==> src/rtl/skip_adder.sv <==
module skip_adder #(
  parameter int W = 16,
  parameter int G = 4
) (
  input  logic [W-1:0]   op_a,
  input  logic [W-1:0]   op_b,
  input  logic           carry_in,
  output logic [W-1:0]   sum,
  output logic           carry_out,
  output logic [W/G-1:0] grp_skip
);
  localparam int N = W / G;

  logic [W-1:0] prop;
  logic [W-1:0] gen;

  assign prop = op_a ^ op_b;
  assign gen  = op_a & op_b;

  always_comb begin
    logic grp_c;
    logic bit_c;
    logic all_p;
    grp_c    = carry_in;
    sum      = '0;
    grp_skip = '0;
    for (int k = 0; k < N; k++) begin
      bit_c = grp_c;
      all_p = 1'b1;
      for (int j = 0; j < G; j++) begin
        sum[k*G+j] = prop[k*G+j] ^ bit_c;
        bit_c      = gen[k*G+j] | (prop[k*G+j] & bit_c);
        all_p      = all_p & prop[k*G+j];
      end
      grp_skip[k] = all_p;
      grp_c       = all_p ? grp_c : bit_c;
    end
    carry_out = grp_c;
  end
endmodule

==> config.mk <==
export PLATFORM = sky130hd
export DESIGN_NAME = skip_adder
export DESIGN_NICKNAME = d
export VERILOG_FILES = /design/src/rtl/skip_adder.sv
export SDC_FILE = /design/constraint.sdc
export NUM_CORES = 1
export LEC_CHECK = 0
export BUFFER_PORTS_ARGS = -buffer_cell sky130_fd_sc_hd__buf_2
export CORE_MARGIN = 2
export CORE_UTILIZATION = 28
export DETAILED_ROUTE_END_ITERATION = 10
export SETUP_SLACK_MARGIN = 0.5
export SLEW_MARGIN = 5
export SYNTH_ARGS = -nofsm -noshare
export SYNTH_HDL_FRONTEND = slang
export SYNTH_SLANG_ARGS = --single-unit
==> constraint.sdc <==
create_clock -name vclk -period 13.05
set_clock_uncertainty 0.15 [all_clocks]
set_input_delay 1.9575 -clock vclk [all_inputs]
set_output_delay 1.9575 -clock vclk [all_outputs]
set_load 0.05 [all_outputs]
-- After elaboration in Yosys (flattened, before gate mapping)
Index checks and enable logic that the tools add are counted.
- logic and storage cells: 66
- register bits after elaboration: 0
- output and inout bits: 21
- bits of input ports: 33
- muxes and demuxes: 4
- bitwise operators: 62
- operators by type and width (cell ; number):
    AND 1 bit ; 28
    AND 16 bit ; 1
    bitwise OR 1 bit ; 16
    XOR 1 bit ; 16
    XOR 16 bit ; 1
    2-to-1 mux 1 bit ; 4

-- Logic depth before layout (Yosys ltp)
- depth after elaboration: 37
- depth in mapped cells: 25
- mapped depth without buffers: 25

-- Worst setup path after synthesis
OpenSTA, ideal clock, no wires.
- path type: in2out
- start point: input port op_a[0]
- end point: output port sum[15]
- stages: 25
- setup slack: 2.174 ns
- data required time: 10.943 ns
- buffers on the path: 0
- arrival time: 8.769 ns
- cell sequence: inv_1 -> fa_1 -> inv_1 -> fa_1 -> fa_1 -> fa_1 -> mux2_4 -> fa_1 -> fa_1 -> fa_1 -> fa_1 -> inv_1 -> a21oi_1 -> fa_1 -> fa_1 -> fa_1 -> fa_1 -> nand2_1 -> nand2_1 -> fa_1 -> fa_1 -> fa_1 -> inv_1 -> fa_1 -> inv_1
- word-level cells in the longest chain between the ends: 35
- elaborated cells on any way between the ends: 39
- classes of those cells: mux: 3; bitwise: 36
- RTL lines (item ; RTL line ; RTL):
    start, declared ; 5 ; input logic [W-1:0] op_a,
    XOR 16 bit ; 17 ; assign prop = op_a ^ op_b;
    AND 1 bit ; 32 ; bit_c = gen[k*G+j] | (prop[k*G+j] & bit_c);
    bitwise OR 1 bit ; 32 ;
    AND 1 bit ; 32 ;
    bitwise OR 1 bit ; 32 ;
    AND 1 bit ; 32 ;
    bitwise OR 1 bit ; 32 ;
    AND 1 bit ; 32 ;
    [... 19 more ...] ; - ;
    2-to-1 mux 1 bit * ; 36 ; grp_c = all_p ? grp_c : bit_c;
    AND 1 bit * ; 32 ;
    bitwise OR 1 bit * ; 32 ;
    AND 1 bit * ; 32 ;
    bitwise OR 1 bit * ; 32 ;
    AND 1 bit * ; 32 ;
    bitwise OR 1 bit * ; 32 ;
    XOR 1 bit * ; 31 ; sum[k*G+j] = prop[k*G+j] ^ bit_c;
    end, declared ; 8 ; output logic [W-1:0] sum,
Mark *: on every way between the ends. The rest lies on a longest branch, timed or not.

-- Final worst setup path
Ends and elaborated chain as after synthesis.

==> reports/results.ini <==
[detailed_routing]
viasPerCell = 4.186
drc = 0
ant_nets = 0
wl_per_cell_um = 10.20
drt-total-wl_um = 1428
drt_first_pass_iters = 2
num_vias = 586
first_iter_violations = 1

[power]
p_comb_share_pct = 100.0
power.leakage_uw = 0.0005742
seq_power_share_pct = 0
swShare_pct = 74.77
p_clk_share_pct = 0
p_switching_uw = 58.88
internal_power_uw = 19.87
power.density_nw_per_um2 = 81.85
irDropWorstVdd_mv = 0.03756

[synthesis]
ys_top_cells_by_area = fa_1 (49%), ha_1 (30%), inv_1 (7.4%), nand4_1 (2.9%), a21oi_1 (2.3%)
synth_area_per_cell_um2 = 11.33
synth_top_area_share_pct = 48.76
yosys.area.top_type = fa_1
synth_area_um2 = 656.9
netlist-cell-type-count = 11
synth_commonest_cells = fa_1 (16), ha_1 (16), inv_1 (13), a21oi_1 (3), nand4_1 (3)
syn_inst = 58
ys_seq_area_share_pct = 0
ys_warn_count = 0
synthesis.nets = 123

[die]
die_w_um = 52.44
die_h_um = 52.44
coreArea_um2 = 2212
dieArea_um2 = 2749
pin_count = 54
rows = 17
start_util_pct = 29.69

[timing]
hold_viol_final = 0
rsz0062_at_grt = false
slew_headroom_pct = 82.95
timing.final.crit_share_pct = 86.13
max_freq_mhz = 88.97
worst_pin_slew_ns = 0.2575
finalSetupViolations = 0
drv_slew = 0
worst_slack_ns = 1.811
final.setup.tns_ns = 0
post-route-min-period_ns = 11.24

[grt]
grt_max_degree = 6
grt_usage_pct = 10.71
grt_pass1_vias = 629
overflow = 0
grt_first_pass_wirelength_um = 2311
antenna_found_initial = 0

[cells_and_area]
nets = 179
drive_above_1_share_pct = 50.89
diodes = 0
syn_to_final_growth_pct = 46.48
nFlopsAndLatches = 0
regArea_um2 = 0
fillers = 234
clock_buffers = 0

[critical_path]
worstPathMaxFanout = 3
cp_num_buf_inv = 7
cp.required_ns = 10.94
critPathKind = in2out
start_kind = input port
arrival_ns = 9.13
endpoint_kind = output pin
max_stage_delay_ns = 0.40
crit_family = adder cells
crit_top_cell = fa_1
cp_slowest_cell = fa_1

[placed_design]
dp_hpwl_um = 1421
io_buffers = 54
pre_cts_ws_ns = 1.782
place.gp.congestion = 0.7552

[worst_hold_path]
hp-class = in2out
worstHoldEndpoint = sum[3]
whs_path_depth = 3
min_from = op_b[3]

[clock_network]
cts_setup_buffers = 0
cts_resized = 0
hold_buffers = 0

[flow_run]
cap_violations = 0

[outcome]
outcome = completed

==> per-stage QoR <==
step / cell area, um2 / std cells / hold slack (ns) / power [uW] / util (%)
floorplan: 656.9 / 58 / 4.144 / 64.67 / -
global placement: 962.2 / 140 / 4.266 / 78.79 / 43.50
detailed placement: 962.2 / 140 / 4.274 / 79.95 / 43.50
CTS: 962.2 / 140 / 4.275 / 80.21 / 43.50
global route: 962.2 / 140 / 4.290 / 85.53 / 43.50
finish: 962.2 / 140 / 4.268 / 78.75 / 43.50
==> metal layers <==
metal  up-vias  GRT usage, %  routed length (um)  share of wire, %
li1        284             -                   -                 -
met1       275         11.50                 519                36
met2        27         23.33                 789                55
met3         0        0.5714                 119               8.3
met4         0             0                   0                 0
met5         -             0                   0                 0
==> how the worst max path moves through the flow <==
stage          endpoint  cells past startpoint  startpoint
2_1_floorplan   sum[15]                     25     op_a[0]
3_3_place_gp    sum[15]                     27     op_a[0]
3_5_place_dp    sum[15]                     27     op_a[0]
4_1_cts         sum[15]                     27     op_a[0]
5_1_grt         sum[15]                     27     op_a[0]
6_report        sum[15]                     27     op_a[0]
==> cell type report <==
| type | count | area (um2) | share of cell area, % |
|---|---|---|---|
| Timing Repair Buffer | 54 | 270.3 | 28.09 |
| Tap cell | 28 | 35.03 | 3.641 |
| Multi-Input combinational cell | 45 | 608.1 | 63.20 |
| Inverter | 13 | 48.80 | 5.072 |
==> layout by cell type (no fill, tap or decap) <==
cell     count
ha_1        16
nor2_1       1
buf_2       54
mux2_4       1
and4_4       1
fa_1        16
nand2_1      2
inv_1       13
o21ai_2      1
nand4_1      3
a22oi_1      1
a21oi_1      3
==> kinds of logic after synthesis <==
kind of cell    count (synthesis)  synth area share (%)
fa+ha+maj                      32                 79.24
buf+inv                        13                 7.429
simple gates                    7                 6.286
compound gates                  5                 4.762
mux                             1                 2.285
==> tightest hold or removal path, delay by kind of cell <==
family	cells	cell delay [ns]
fa+ha+maj	1	0.15
buf+inv	2	0.35
==> power by group through the flow <==
stage / combinational (uW) / sequential [uW] / clock [uW]
after CTS: 80.2 / 0 / 0
after floorplan: 64.7 / 0 / 0
after global placement: 78.8 / 0 / 0
after global routing: 85.5 / 0 / 0
after detailed placement: 80.0 / 0 / 0
final: 78.8 / 0 / 0
No activity file was read; power rests on OpenSTA's default activity.
